<file path="src/rtl/wtrap_pkg.sv">
package wtrap_pkg;

    typedef enum logic [1:0] {
        ST_IDLE   = 2'd0,
        ST_PEND   = 2'd1,
        ST_HOLD   = 2'd2,
        ST_CANCEL = 2'd3
    } wtrap_state_t;

endpackage

</file>
<file path="src/rtl/wtrap_ctrl.sv">
module wtrap_ctrl
    import wtrap_pkg::*;
(
    input  logic clk,
    input  logic rst_n,
    input  logic wr_start,
    input  logic wr_resolve,
    input  logic wr_trap,
    input  logic dest_func,
    output logic freeze,
    output logic dest_inhibit,
    output logic capture,
    output logic cancel
);

    wtrap_state_t state_q, state_d;

    // next state
    always_comb begin
        state_d = state_q;
        unique case (state_q)
            ST_IDLE: begin
                if (wr_start) state_d = ST_PEND;
            end
            ST_PEND: begin
                if (wr_resolve) begin
                    if (dest_func && wr_trap) state_d = ST_CANCEL;
                    else                      state_d = ST_IDLE;
                end else if (dest_func) begin
                    state_d = ST_HOLD;
                end
            end
            ST_HOLD: begin
                if (wr_resolve) state_d = wr_trap ? ST_CANCEL : ST_IDLE;
            end
            ST_CANCEL: begin
                state_d = ST_IDLE;
            end
            default: state_d = ST_IDLE;
        endcase
    end

    always_ff @(posedge clk) begin
        if (!rst_n) state_q <= ST_IDLE;
        else        state_q <= state_d;
    end

    // outputs
    always_comb begin
        freeze       = 1'b0;
        dest_inhibit = 1'b0;
        capture      = 1'b0;
        cancel       = 1'b0;
        unique case (state_q)
            ST_IDLE: ;
            ST_PEND: begin
                freeze  = dest_func;
                capture = dest_func;
            end
            ST_HOLD: begin
                freeze = 1'b1;
            end
            ST_CANCEL: begin
                dest_inhibit = 1'b1;
                cancel       = 1'b1;
            end
            default: ;
        endcase
    end


    hold_freeze_chk: assert property (@(posedge clk) disable iff (!rst_n)
        (freeze && !wr_resolve) |=> freeze);


    release_after_resolve_chk: assert property (@(posedge clk) disable iff (!rst_n)
        (freeze && wr_resolve) |=> !freeze);


    no_trap_pass_chk: assert property (@(posedge clk) disable iff (!rst_n)
        (freeze && wr_resolve && !wr_trap) |=> !dest_inhibit);


    trap_inhibit_chk: assert property (@(posedge clk) disable iff (!rst_n)
        (freeze && wr_resolve && wr_trap) |=> (dest_inhibit && !freeze));


    inhibit_single_chk: assert property (@(posedge clk) disable iff (!rst_n)
        dest_inhibit |=> !dest_inhibit);

endmodule

</file>
<file path="src/rtl/wtrap_abort.sv">
module wtrap_abort (
    input  logic clk,
    input  logic rst_n,
    input  logic capture,
    input  logic cancel,
    input  logic early_rd,
    input  logic insn_trap,
    output logic mem_abort
);

    logic early_q;

    always_ff @(posedge clk) begin
        if (!rst_n)       early_q <= 1'b0;
        else if (capture) early_q <= early_rd;
    end

    always_comb begin
        mem_abort = (cancel && early_q) || (insn_trap && early_rd);
    end


    abort_source_chk: assert property (@(posedge clk) disable iff (!rst_n)
        (capture && !early_rd && !cancel) |=> (!mem_abort || (insn_trap && early_rd)));

endmodule

</file>
<file path="src/rtl/wtrap_interlock.sv">
module wtrap_interlock (
    input  logic clk,
    input  logic rst_n,
    input  logic wr_start,
    input  logic wr_resolve,
    input  logic wr_trap,
    input  logic dest_func,
    input  logic early_rd,
    input  logic insn_trap,
    output logic freeze,
    output logic dest_inhibit,
    output logic mem_abort
);

    logic capture;
    logic cancel;

    wtrap_ctrl u_ctrl (
        .clk          (clk),
        .rst_n        (rst_n),
        .wr_start     (wr_start),
        .wr_resolve   (wr_resolve),
        .wr_trap      (wr_trap),
        .dest_func    (dest_func),
        .freeze       (freeze),
        .dest_inhibit (dest_inhibit),
        .capture      (capture),
        .cancel       (cancel)
    );

    wtrap_abort u_abort (
        .clk       (clk),
        .rst_n     (rst_n),
        .capture   (capture),
        .cancel    (cancel),
        .early_rd  (early_rd),
        .insn_trap (insn_trap),
        .mem_abort (mem_abort)
    );


    inhibit_not_frozen_chk: assert property (@(posedge clk) disable iff (!rst_n)
        dest_inhibit |-> !freeze);

endmodule

</file>
<file path="config.mk">
export PLATFORM = sky130hd
export DESIGN_NAME = wtrap_interlock
export DESIGN_NICKNAME = d
export VERILOG_FILES = /design/src/rtl/wtrap_pkg.sv /design/src/rtl/wtrap_ctrl.sv /design/src/rtl/wtrap_abort.sv /design/src/rtl/wtrap_interlock.sv
export SDC_FILE = /design/constraint.sdc
export NUM_CORES = 1
export LEC_CHECK = 0
export BUFFER_PORTS_ARGS = -buffer_cell sky130_fd_sc_hd__buf_2
export CAP_MARGIN = 30
export CORE_AREA = 2 2 39 41
export CTS_CLUSTER_DIAMETER = 80
export CTS_CLUSTER_SIZE = 12
export DETAILED_ROUTE_END_ITERATION = 10
export DIE_AREA = 0 0 41 43
export GPL_ROUTABILITY_DRIVEN = 0
export PLACE_DENSITY = 0.52
export SLEW_MARGIN = 0
export SYNTH_ARGS = -nofsm -noshare
export SYNTH_HDL_FRONTEND = slang
export SYNTH_SLANG_ARGS = --single-unit
</file>
<file path="constraint.sdc">
create_clock -name clk -period 1.4 [get_ports clk]
set_clock_uncertainty 0.15 [all_clocks]
set_input_delay 0.07 -clock clk [delete_from_list [all_inputs] [get_ports clk]]
set_output_delay 0.07 -clock clk [all_outputs]
set_load 0.01 [all_outputs]
</file>
== Word level (Yosys, flattened, before mapping) ==
Index checks and enable logic that the tools add are counted.
Widths: inputs -> output; s select.

* Logic and storage cells: 24
* Output and inout bits: 3
* Flip-flop bits (word level): 3
* Input port bits: 8

* Reductions and logical operators: 6
* Equal/unequal tests: 6
* Muxes and demuxes: 10

{| class="wikitable"
|+ Operators with widths
! kind !! number
|-
| $mux 2 || 6
|-
| $pmux 2 s4 || 1
|-
| $eq 2x2->1 const B || 2
|-
| $ne 2x2->1 const B || 2
|-
| $logic_and 1x1->1 || 3
|-
| $ne 3x3->1 const B || 1
|-
| $reduce_and 3->1 || 1
|-
| $eq 2x1->1 const B || 1
|-
| $logic_not 2->1 || 1
|-
| $mux 1 || 2
|-
| $pmux 1 s2 || 1
|-
| $logic_or 1x1->1 || 1
|}

== Logic depth before layout (Yosys ltp) ==
Gate-level depths: netlist of run 1.

* Depth in word-level cells: 4
* Mapped depth: 5
* Mapped depth without buffers: 5

== Cells and area by module ==
From an unflattened synthesis of run 1, not the netlist that was laid out.

* Cells, all modules: 29
* Area total of the unflattened synthesis: 260.2 µm²

{| class="wikitable"
|+ Modules (own cells, without submodules)
! module !! sequential area each (µm²) !! cells an instance !! instances !! area an instance (µm²)
|-
| wtrap_ctrl || 40.0 || 25 || 1 || 215.2
|-
| wtrap_abort || 20.0 || 4 || 1 || 45.0
|}

== Worst setup path before layout of run 1 ==
No wires, ideal clock.

* Path kind: register to register
* Start: register u_ctrl.state_q[0]
* End: register u_ctrl.state_q[1]
* Slack: 0.013 ns
* Library setup time: 0.130 ns
* Required time: 1.120 ns
* Path buffers: 0
* Cell stages (with the launch flop): 6
* Arrival: 1.107 ns
* Clock period less this slack: 1.387 ns
* Cell sequence: dfxtp_1 inv_1 ha_1 nor2b_1 a221oi_1 o32ai_1

* Longest elaborated chain between the ends: 3
* Elaborated cells between the ends (all ways): 9
* Classes of those cells: eq/ne: 6; mux: 1; reduce/logical: 2

{| class="wikitable"
|+ RTL lines
! item !! line !! source
|-
| from (decl) || wtrap_ctrl.sv:16 || <nowiki>wtrap_state_t state_q, state_d;</nowiki>
|-
| from (signal assigned) || wtrap_ctrl.sv:45 || <nowiki>else state_q <= state_d;</nowiki>
|-
| $eq 2x1->1 (tied with other cells) || wtrap_ctrl.sv:21 || <nowiki>unique case (state_q)</nowiki>
|-
| $ne 3x3->1 (no source line) / $ne 2x2->1 (equally long branches) || -- ||
|-
| $reduce_and 3->1 (no source line) || -- ||
|}

Several ways; a longest one is shown, not always the timed one.
A chain may end at the register's enable or synchronous reset.

== Worst setup path after layout of run 1 ==
* Start: register u_ctrl.state_q[0]
* End: output port freeze

* Longest elaborated chain between the ends: 2
* Elaborated cells between the ends (all ways): 3
* Classes of those cells: eq/ne: 2; mux: 1

{| class="wikitable"
|+ RTL lines
! item !! line !! source
|-
| $eq 2x2->1 / $eq 2x1->1 (equally long branches) || wtrap_ctrl.sv:54 || <nowiki>unique case (state_q)</nowiki>
|-
| $pmux 1 s2 * || wtrap_ctrl.sv:54 ||
|-
| to (decl) || wtrap_interlock.sv:10 || <nowiki>output logic freeze,</nowiki>
|}

Mark *: on every way between the ends. The rest lies on a longest branch, timed or not.

==> summary.txt, run 1 <==
pin count of the biggest net entering global routing - 8
final worst path period share - 104%
initial antenna violation count - 0
first-pass GRT wire length - 1.22 mm
cell depth of the worst flop-to-flop path - 6
num rows - 14
maximum clock insertion buffer count - 2
vias per std cell - 4.53
DR iter-0 viols - 6
Setup crit end - freeze
number of synthesis warnings - 0
register area share after synthesis - 22.5%
Top Ports - 11
synthesized cell area - 267 sq um
slew at the pin closest to its max-slew limit - 0.251 ns
Slew Limit Headroom - 83.2%
hpwl dp - 549 um
area grow syn2layout - 104%
Yosys reg bits - 3
Antenna Cells - 0
syn_area_per_cell - 7.61 sq um
Vias - 340
core box area - 1380 sq um
dpl cells - 66
unrepaired setup endpoints after global routing - true
Worst R2R Start - u_ctrl.state_q[0]
commonest non-fill, non-tap cell in the layout - buf_2
FF-to-FF End - u_ctrl.state_q[1]
most frequent cells in the layout - 10 x buf_2, 5 x buf_4, 4 x ha_4
Period minus WS final - 1.45 ns
peak fanout along the critical path - 4
Hold Vio Cnt, Final - 0
CTS Sinks - 3
TritonCTS clock tree - built
Clock transition at path regs - 0.04 ns
post-synthesis net count - 47
Final ANT Viol Nets - 0
static leakage - 0.000233 uW
Worst setup startpoint - u_ctrl.state_q[0]
status - complete, but fails checks
WP data arrival - 1.23 ns
setup ws final - -0.0527 ns
Req. time, crit path - 1.18 ns
Post-Route WL - 813 um
total gr overflow - 0
H-tree depth - 1
number of max-cap violations - 0
first-pass iteration count of the detailed router - 3
Residual DRC - 0
Overall Global Routing Usage - 10.9%
cells after synthesis - 35
Critical Path Start Type - flop
Die Wd - 41 um
fin nets - 72
worst min path class - input port to flop
wire length per cell - 10.8 um
total CTS buffers - 3
Root Buffer - clkbuf_4
VDD IR-drop max - 0.000348 V
Setup CP Type - flop to output pin
non-filler cells, final - 75
setup violators final - 3
reg2reg setup slack - -0.03 ns
worst-skew pair later-pin latency - 0.24 ns
Hold WS - 0.0244 ns
Buffers on Ports - 10
Max Transition Viols Final - 0
Die Area - 1760 sq um
chip height - 43 um
via count of the first global-routing pass - 312
Starting Density - 19.3%
fmax - 0.688 GHz
Distinct cells, synth - 19
layout cell share with drive strength beyond 1 - 52.5%
violated checks - negative setup slack
CP Capture Type - output pin
power per cell area - 868 nW/um^2
registers in the layout, summed over array words and instances (netlist names):
signal           count
u_ctrl.state_q       2
u_abort.early_q      1
cell families (layout without fill, tap and decap cells):
logic type	count (synthesis)	count (layout)	synth area share (%)
buffers and inverters	5	29	7.04
adder cells (fa/ha/maj)	4	4	18.8
AND/OR/NAND/NOR	11	11	20.7
flip-flops	3	3	22.5
AO/OA/AOI/OAI	12	12	31.0
layout make-up:
class,count,area [sq um]
Inverter,5,23.8
Clock buffer,4,26.3
Timing Repair Buffer,20,141
Sequential cell,3,67.6
Tap cell,16,20.0
Fill cell,142,841
Multi-Input combinational cell,27,264
power by group:
part | switching [uW] | internal (uW)
Clock | 50.9 | 107
Sequential | 9.96 | 95.5
Combinational | 92.1 | 116
Total | 153 | 318
worst min-delay path by stage:
stage	startpoint	to	cells after the start
floorplan	rst_n	u_abort.early_q	1
global placement	early_rd	u_abort.early_q	3
detailed placement	early_rd	u_abort.early_q	3
CTS	dest_func	u_abort.early_q	3
global route	dest_func	u_abort.early_q	3
finish	dest_func	u_abort.early_q	3
metal layers:
| layer | vias up | global-route usage [%] | wire (um) |
|---|---|---|---|
| met2 | 11 | 16.9 | 422 |
| met1 | 153 | 10.9 | 339 |
| met3 | 2 | 6.28 | 40 |
| li1 | 174 | - | - |
| met4 | 0 | 6.00 | 11 |
| met5 | - | 0 | 0 |
stage by stage:
| stage | utilization, % | TNS (ns) | power, uW | area (sq um) | setup WS [ns] |
|---|---|---|---|---|---|
| floorplan | - | 0 | 172 | 267 | 0.0125 |
| CTS | 35.8 | -0.0735 | 426 | 495 | -0.0404 |
| global placement | 27.0 | -0.0600 | 234 | 374 | -0.0466 |
| detailed placement | 27.0 | -0.0834 | 233 | 374 | -0.0473 |
| global route | 39.2 | -0.232 | 504 | 543 | -0.0858 |
| finish | 39.2 | -0.105 | 471 | 543 | -0.0527 |
synthesized netlist by cell type:
| cell | n | share of area [%] |
|---|---|---|
| dfxtp_1 | 3 | 23 |
| nand3_1 | 1 | 1.9 |
| o211ai_1 | 1 | 2.8 |
| a21boi_0 | 1 | 2.8 |
| ha_1 | 4 | 19 |
| o21ai_0 | 1 | 1.9 |
| o32ai_1 | 1 | 3.3 |
| nor4b_1 | 1 | 3.3 |
| inv_1 | 5 | 7.0 |
| nand2_1 | 3 | 4.2 |
| nor2b_1 | 2 | 4.7 |
| a221oi_1 | 1 | 3.3 |
| a31oi_1 | 1 | 2.3 |
| a21oi_1 | 3 | 5.6 |
| a22o_1 | 1 | 3.3 |
| o21ai_1 | 1 | 1.9 |
| o311a_1 | 1 | 3.8 |
| nand2b_1 | 1 | 2.3 |
| nor2_1 | 3 | 4.2 |
critical path: stages (launching register included):
cell and delay (ns):
dfxtp_4 0.35, buf_6 0.12, ha_4 0.17, a21oi_4 0.16, nor2b_1 0.06, buf_2 0.13
timing repair:
item                                   in CTS  in global routing
endpoints found under the hold margin       2                  0
pin swaps                                   3                  2
resized for setup                          16                  9
setup buffers                               1                  2
hold buffers                                2                  0
setup endpoints to repair                   4                  4
Note: power is estimated with default switching activity, not from simulation.
==> inputs of run 2 (changes only) <==
Clock period 1.4 ns to 1.21 ns, I/O delays scaled along.
==> run 2 against run 1 <==
Against the previous run: sequential share of layout area is 0.89 points higher; via count is 4.1% lower; die area stayed put; critical path depth is 1 higher; total power is 8.1% higher; highest routed layer unchanged; the flow finishes with violations (negative hold slack, negative setup slack); combinational power is 12% lower; cell count is 1.3% lower; worst hold slack worse by 0.027 ns; clock power is 30% higher; largest cell class unchanged.
==> summary.txt, run 2 (synthesis gave the netlist of run 1 again) <==
chip height - 43 um
switch share - 34.4%
slew at the pin closest to its max-slew limit - 0.209 ns
largest registers - u_ctrl.state_q x2, u_abort.early_q x1
static leakage - 0.000215 uW
fin nets - 71
setup ws final - -0.244 ns
CP max stage delay - 0.36 ns
cell depth of the worst flop-to-flop path - 5
Top reg by flops - u_ctrl.state_q
hpwl dp - 521 um
Antenna Cells - 0
Net Switching - 175 uW
Cell Chain, Critical Path - inv_2 -> ha_4 -> buf_6 -> a21oi_4 -> nor2b_1 -> buf_2
Reg power frac - 24.1%
wire length per cell - 10.6 um
commonest non-fill, non-tap cell in the layout - buf_2
pin count of the biggest net entering global routing - 8
Residual DRC - 0
VDD IR-drop max - 0.000385 V
number of max-cap violations - 0
reg2reg setup slack - -0.15 ns
power share of the clock group - 40.2%
unrepaired setup endpoints after global routing - true
Gate power share - 35.7%
Final ANT Viol Nets - 0
power per cell area - 1040 nW/um^2
Top Family by Delay on Critical Path - flip-flops
Hold Path Cell Cnt - 3
area grow syn2layout - 83.1%
Die Wd - 41 um
Overall Global Routing Usage - 11.3%
non-filler cells, final - 74
Vias - 326
via count of the first global-routing pass - 317
Critical-path top delay cell - dfxtp_4
Post-Route WL - 784 um
dpl cells - 65
peak fanout along the critical path - 4
vias per std cell - 4.41
Setup CP Type - flop to output pin
DR iter-0 viols - 3
total CTS buffers - 3
Root Buffer - clkbuf_4
most frequent cells in the layout - 10 x buf_2, 6 x buf_4
initial antenna violation count - 0
first-pass iteration count of the detailed router - 4
WP buf/inv - 3
Req. time, crit path - 1.00 ns
worst min path class - input port to flop
final worst path period share - 120%
Critical Path Start Type - flop
Placed Area - 393 sq um
Hold Vio Cnt, Final - 1
Slew Limit Headroom - 86.0%
maximum clock insertion buffer count - 2
H-tree depth - 1
max FFs per register - 2
Max Transition Viols Final - 0
worst-skew pair later-pin latency - 0.26 ns
total gr overflow - 0
layout cell share with drive strength beyond 1 - 53.4%
num rows - 14
status - complete, but fails checks
Top Ports - 11
fmax - 0.688 GHz
TritonCTS clock tree - built
core box area - 1380 sq um
Period minus WS final - 1.45 ns
CP Capture Type - output pin
Cell Int Power - 334 uW
WP data arrival - 1.24 ns
Hold WS - -0.00272 ns
violated checks - negative hold slack, negative setup slack
Die Area - 1760 sq um
Starting Density - 19.3%
setup violators final - 6
first-pass GRT wire length - 1.26 mm
Clock transition at path regs - 0.05 ns
Crit path depth - 6
CTS Sinks - 3
design area - 488 sq um
Buffers on Ports - 10
[run 2: cell types whose count changed in the layout (fill, tap and decap cells not counted)]
cell / previous run / this run
ha_2: 0 / 3
ha_4: 4 / 1
buf_6: 3 / 1
inv_2: 0 / 2
inv_4: 2 / 0
a21boi_0: 0 / 1
a21boi_1: 1 / 0
a221oi_1: 1 / 0
a221oi_2: 0 / 1
buf_4: 5 / 6
dfxtp_2: 0 / 1
dfxtp_4: 2 / 1
nor4b_2: 0 / 1
nor4b_4: 1 / 0
[run 2: worst paths after layout]
check	startpoint	to
min	dest_func	u_abort.early_q
max reg2reg	u_ctrl.state_q[1]	u_ctrl.state_q[1]
min reg2reg	u_abort.early_q	u_abort.early_q
max	u_ctrl.state_q[0]	freeze
[run 2: power groups by stage]
stage	clock network, uW	logic, uW	registers [uW]
5_1_grt	213	200	124
3_5_place_dp	0	149	123
2_1_floorplan	0	91.0	122
6_report	205	182	123
4_1_cts	205	179	121
3_3_place_gp	0	152	123
[run 2: layer usage]
metal | vias up | part of all wire [%] | routed length, um | track usage, %
li1 | 172 | - | - | -
met1 | 142 | 41 | 324 | 12.8
met2 | 9 | 50 | 389 | 16.3
met3 | 3 | 4.7 | 37 | 3.14
met4 | 0 | 4.1 | 32 | 10.0
met5 | - | 0 | 0 | 0
[run 2: worst min-delay path, cell delays in order]
cell and delay, ns:
buf_2 0.15, nand3_1 0.09, a21boi_0 0.06
[run 2: final cells by class]
class	count	area, sq um
Fill cell	151	896
Timing Repair Buffer	19	126
Tap cell	16	20.0
Sequential cell	3	65.1
Inverter	5	18.8
Multi-Input combinational cell	27	231
Clock buffer	4	26.3
[run 2: per-stage QoR]
stage          setup TNS, ns  utilization, %  setup WS, ns  total power (uW)
3_5_place_dp          -0.366            28.4        -0.136               272
4_1_cts               -0.861            35.1        -0.250               506
5_1_grt                -1.23            35.3        -0.300               538
2_1_floorplan        -0.0884               -       -0.0491               214
3_3_place_gp          -0.418            28.4        -0.145               274
6_report              -0.831            35.3        -0.244               509
[run 2: what timing repair did]
action | in CTS | in global routing
endpoints found under the hold margin | 2 | 0
setup buffers | 3 | 0
pin swaps | 1 | 0
hold buffers | 2 | 0
endpoints found under the setup margin | 5 | 6
resized for setup | 6 | 1
==> inputs of run 3 (changes only) <==
Settings changed: PLACE_DENSITY 0.52 to 0.51.
Clock period 1.21 ns to 1.8 ns, I/O delays scaled along.
==> run 3 against run 2 <==
Against the previous run: the run now ends clean; clock power down 43%; core utilization down 9.0 points; critical path type unchanged; register-to-register slack better by 0.44 ns; cell count down 12%; worst setup slack better by 0.39 ns; first-iteration DRC count up 33%; highest routed layer is now met3; worst hold slack better by 0.0096 ns.
==> summary.txt, run 3 (synthesis gave the netlist of run 1 again) <==
total gr overflow - 0
DR iter-0 viols - 4
total power - 276 uW
worst-skew pair later-pin latency - 0.23 ns
Hold Vio Cnt, Final - 0
# Post-CTS Setup Buffers - 0
peak fanout along the critical path - 6
max FFs per register - 2
Residual DRC - 0
TritonCTS clock tree - built
WP data arrival - 1.41 ns
wire length per cell - 9.63 um
Max Transition Viols Final - 0
final worst path period share - 91.7%
Req. time, crit path - 1.56 ns
CP Capture Type - output pin
commonest non-fill, non-tap cell in the layout - buf_2
number of max-cap violations - 0
unrepaired setup endpoints after global routing - false
VDD IR-drop max - 0.000240 V
via count of the first global-routing pass - 267
num rows - 14
CTS Sinks - 3
initial antenna violation count - 0
vias per std cell - 4.46
Die Wd - 41 um
area grow syn2layout - 36.2%
Critical Path Start Type - flop
power per cell area - 759 nW/um^2
static leakage - 0.000169 uW
layout cell share with drive strength beyond 1 - 26.5%
setup violators final - 0
Hold WS - 0.00684 ns
first-pass iteration count of the detailed router - 4
Vias - 290
Period minus WS final - 1.65 ns
Starting Density - 19.3%
count of cells resized by post-cts repair - 0
Final ANT Viol Nets - 0
Slew Limit Headroom - 82.1%
Post-Route WL - 626 um
Buffers on Ports - 10
Clock transition at path regs - 0.04 ns
Fill cells - 161
fmax - 0.606 GHz
first-pass GRT wire length - 979 um
core box area - 1380 sq um
Root Buffer - clkbuf_4
hpwl dp - 513 um
most frequent cells in the layout - 10 x buf_2, 5 x inv_1, 4 x ha_1
status - finished, final reports clean
Die Area - 1760 sq um
Hold Path Cell Cnt - 3
maximum clock insertion buffer count - 2
Top Ports - 11
hold buffer count at cts - 0
fin nets - 62
slew at the pin closest to its max-slew limit - 0.265 ns
largest registers - u_ctrl.state_q x2, u_abort.early_q x1
Overall Global Routing Usage - 8.12%
Top reg by flops - u_ctrl.state_q
Setup CP Type - flop to output pin
total CTS buffers - 3
cell depth of the worst flop-to-flop path - 5
TNS Setup - 0 ns
worst min path class - input port to flop
Antenna Cells - 0
pin count of the biggest net entering global routing - 8
chip height - 43 um
H-tree depth - 1
run 3: cell count changes in the layout (fill, tap and decap cells not counted), sizes merged:
cell         before  now
dlygate4sd3       2    0
buf              17   10
run 3: cell type report:
class | count | area, sq um | area share (%)
sequential | 3 | 60.1 | 16.6
multi-input combinational | 27 | 188 | 51.7
timing repair buffer | 10 | 50.0 | 13.8
clock buffer | 4 | 26.3 | 7.24
tap | 16 | 20.0 | 5.52
inverter | 5 | 18.8 | 5.17
run 3: metrics by stage:
step           utilization, %  instance area [sq um]  std cells  setup WS (ns)
2_1_floorplan               -                    267         35          0.413
3_3_place_gp             24.3                    337         61          0.261
3_5_place_dp             24.3                    337         61          0.276
4_1_cts                  26.2                    363         65          0.138
5_1_grt                  26.2                    363         65         0.0444
6_report                 26.2                    363         65          0.150
run 3: layer usage:
layer / track usage (%) / vias up / routed length, um
met5: 0 / - / 0
met4: 2.00 / 0 / 0
met3: 3.14 / 0 / 26
met2: 14.1 / 6 / 300
met1: 8.63 / 130 / 300
li1: - / 154 / -
run 3: path summary, 6_finish.rpt:
kind	slack, ns	from	end
worst min register to register	0.33	u_abort.early_q	u_abort.early_q
worst max register to register	0.29	u_ctrl.state_q[0]	u_ctrl.state_q[1]
worst min-delay path	0.007	early_rd	u_abort.early_q
worst max-delay path	0.15	u_ctrl.state_q[1]	freeze
run 3: critical path, cell delays in order, from the launching register on:
cell     delay, ns
dfxtp_1       0.38
inv_1         0.08
ha_1          0.25
a21oi_1       0.25
nor2b_1       0.07
buf_2         0.14
run 3: where the power goes:
part / switching (uW) / internal [uW]
Clock: 33.4 / 83.0
Combinational: 41.8 / 36.9
Sequential: 7.06 / 73.5
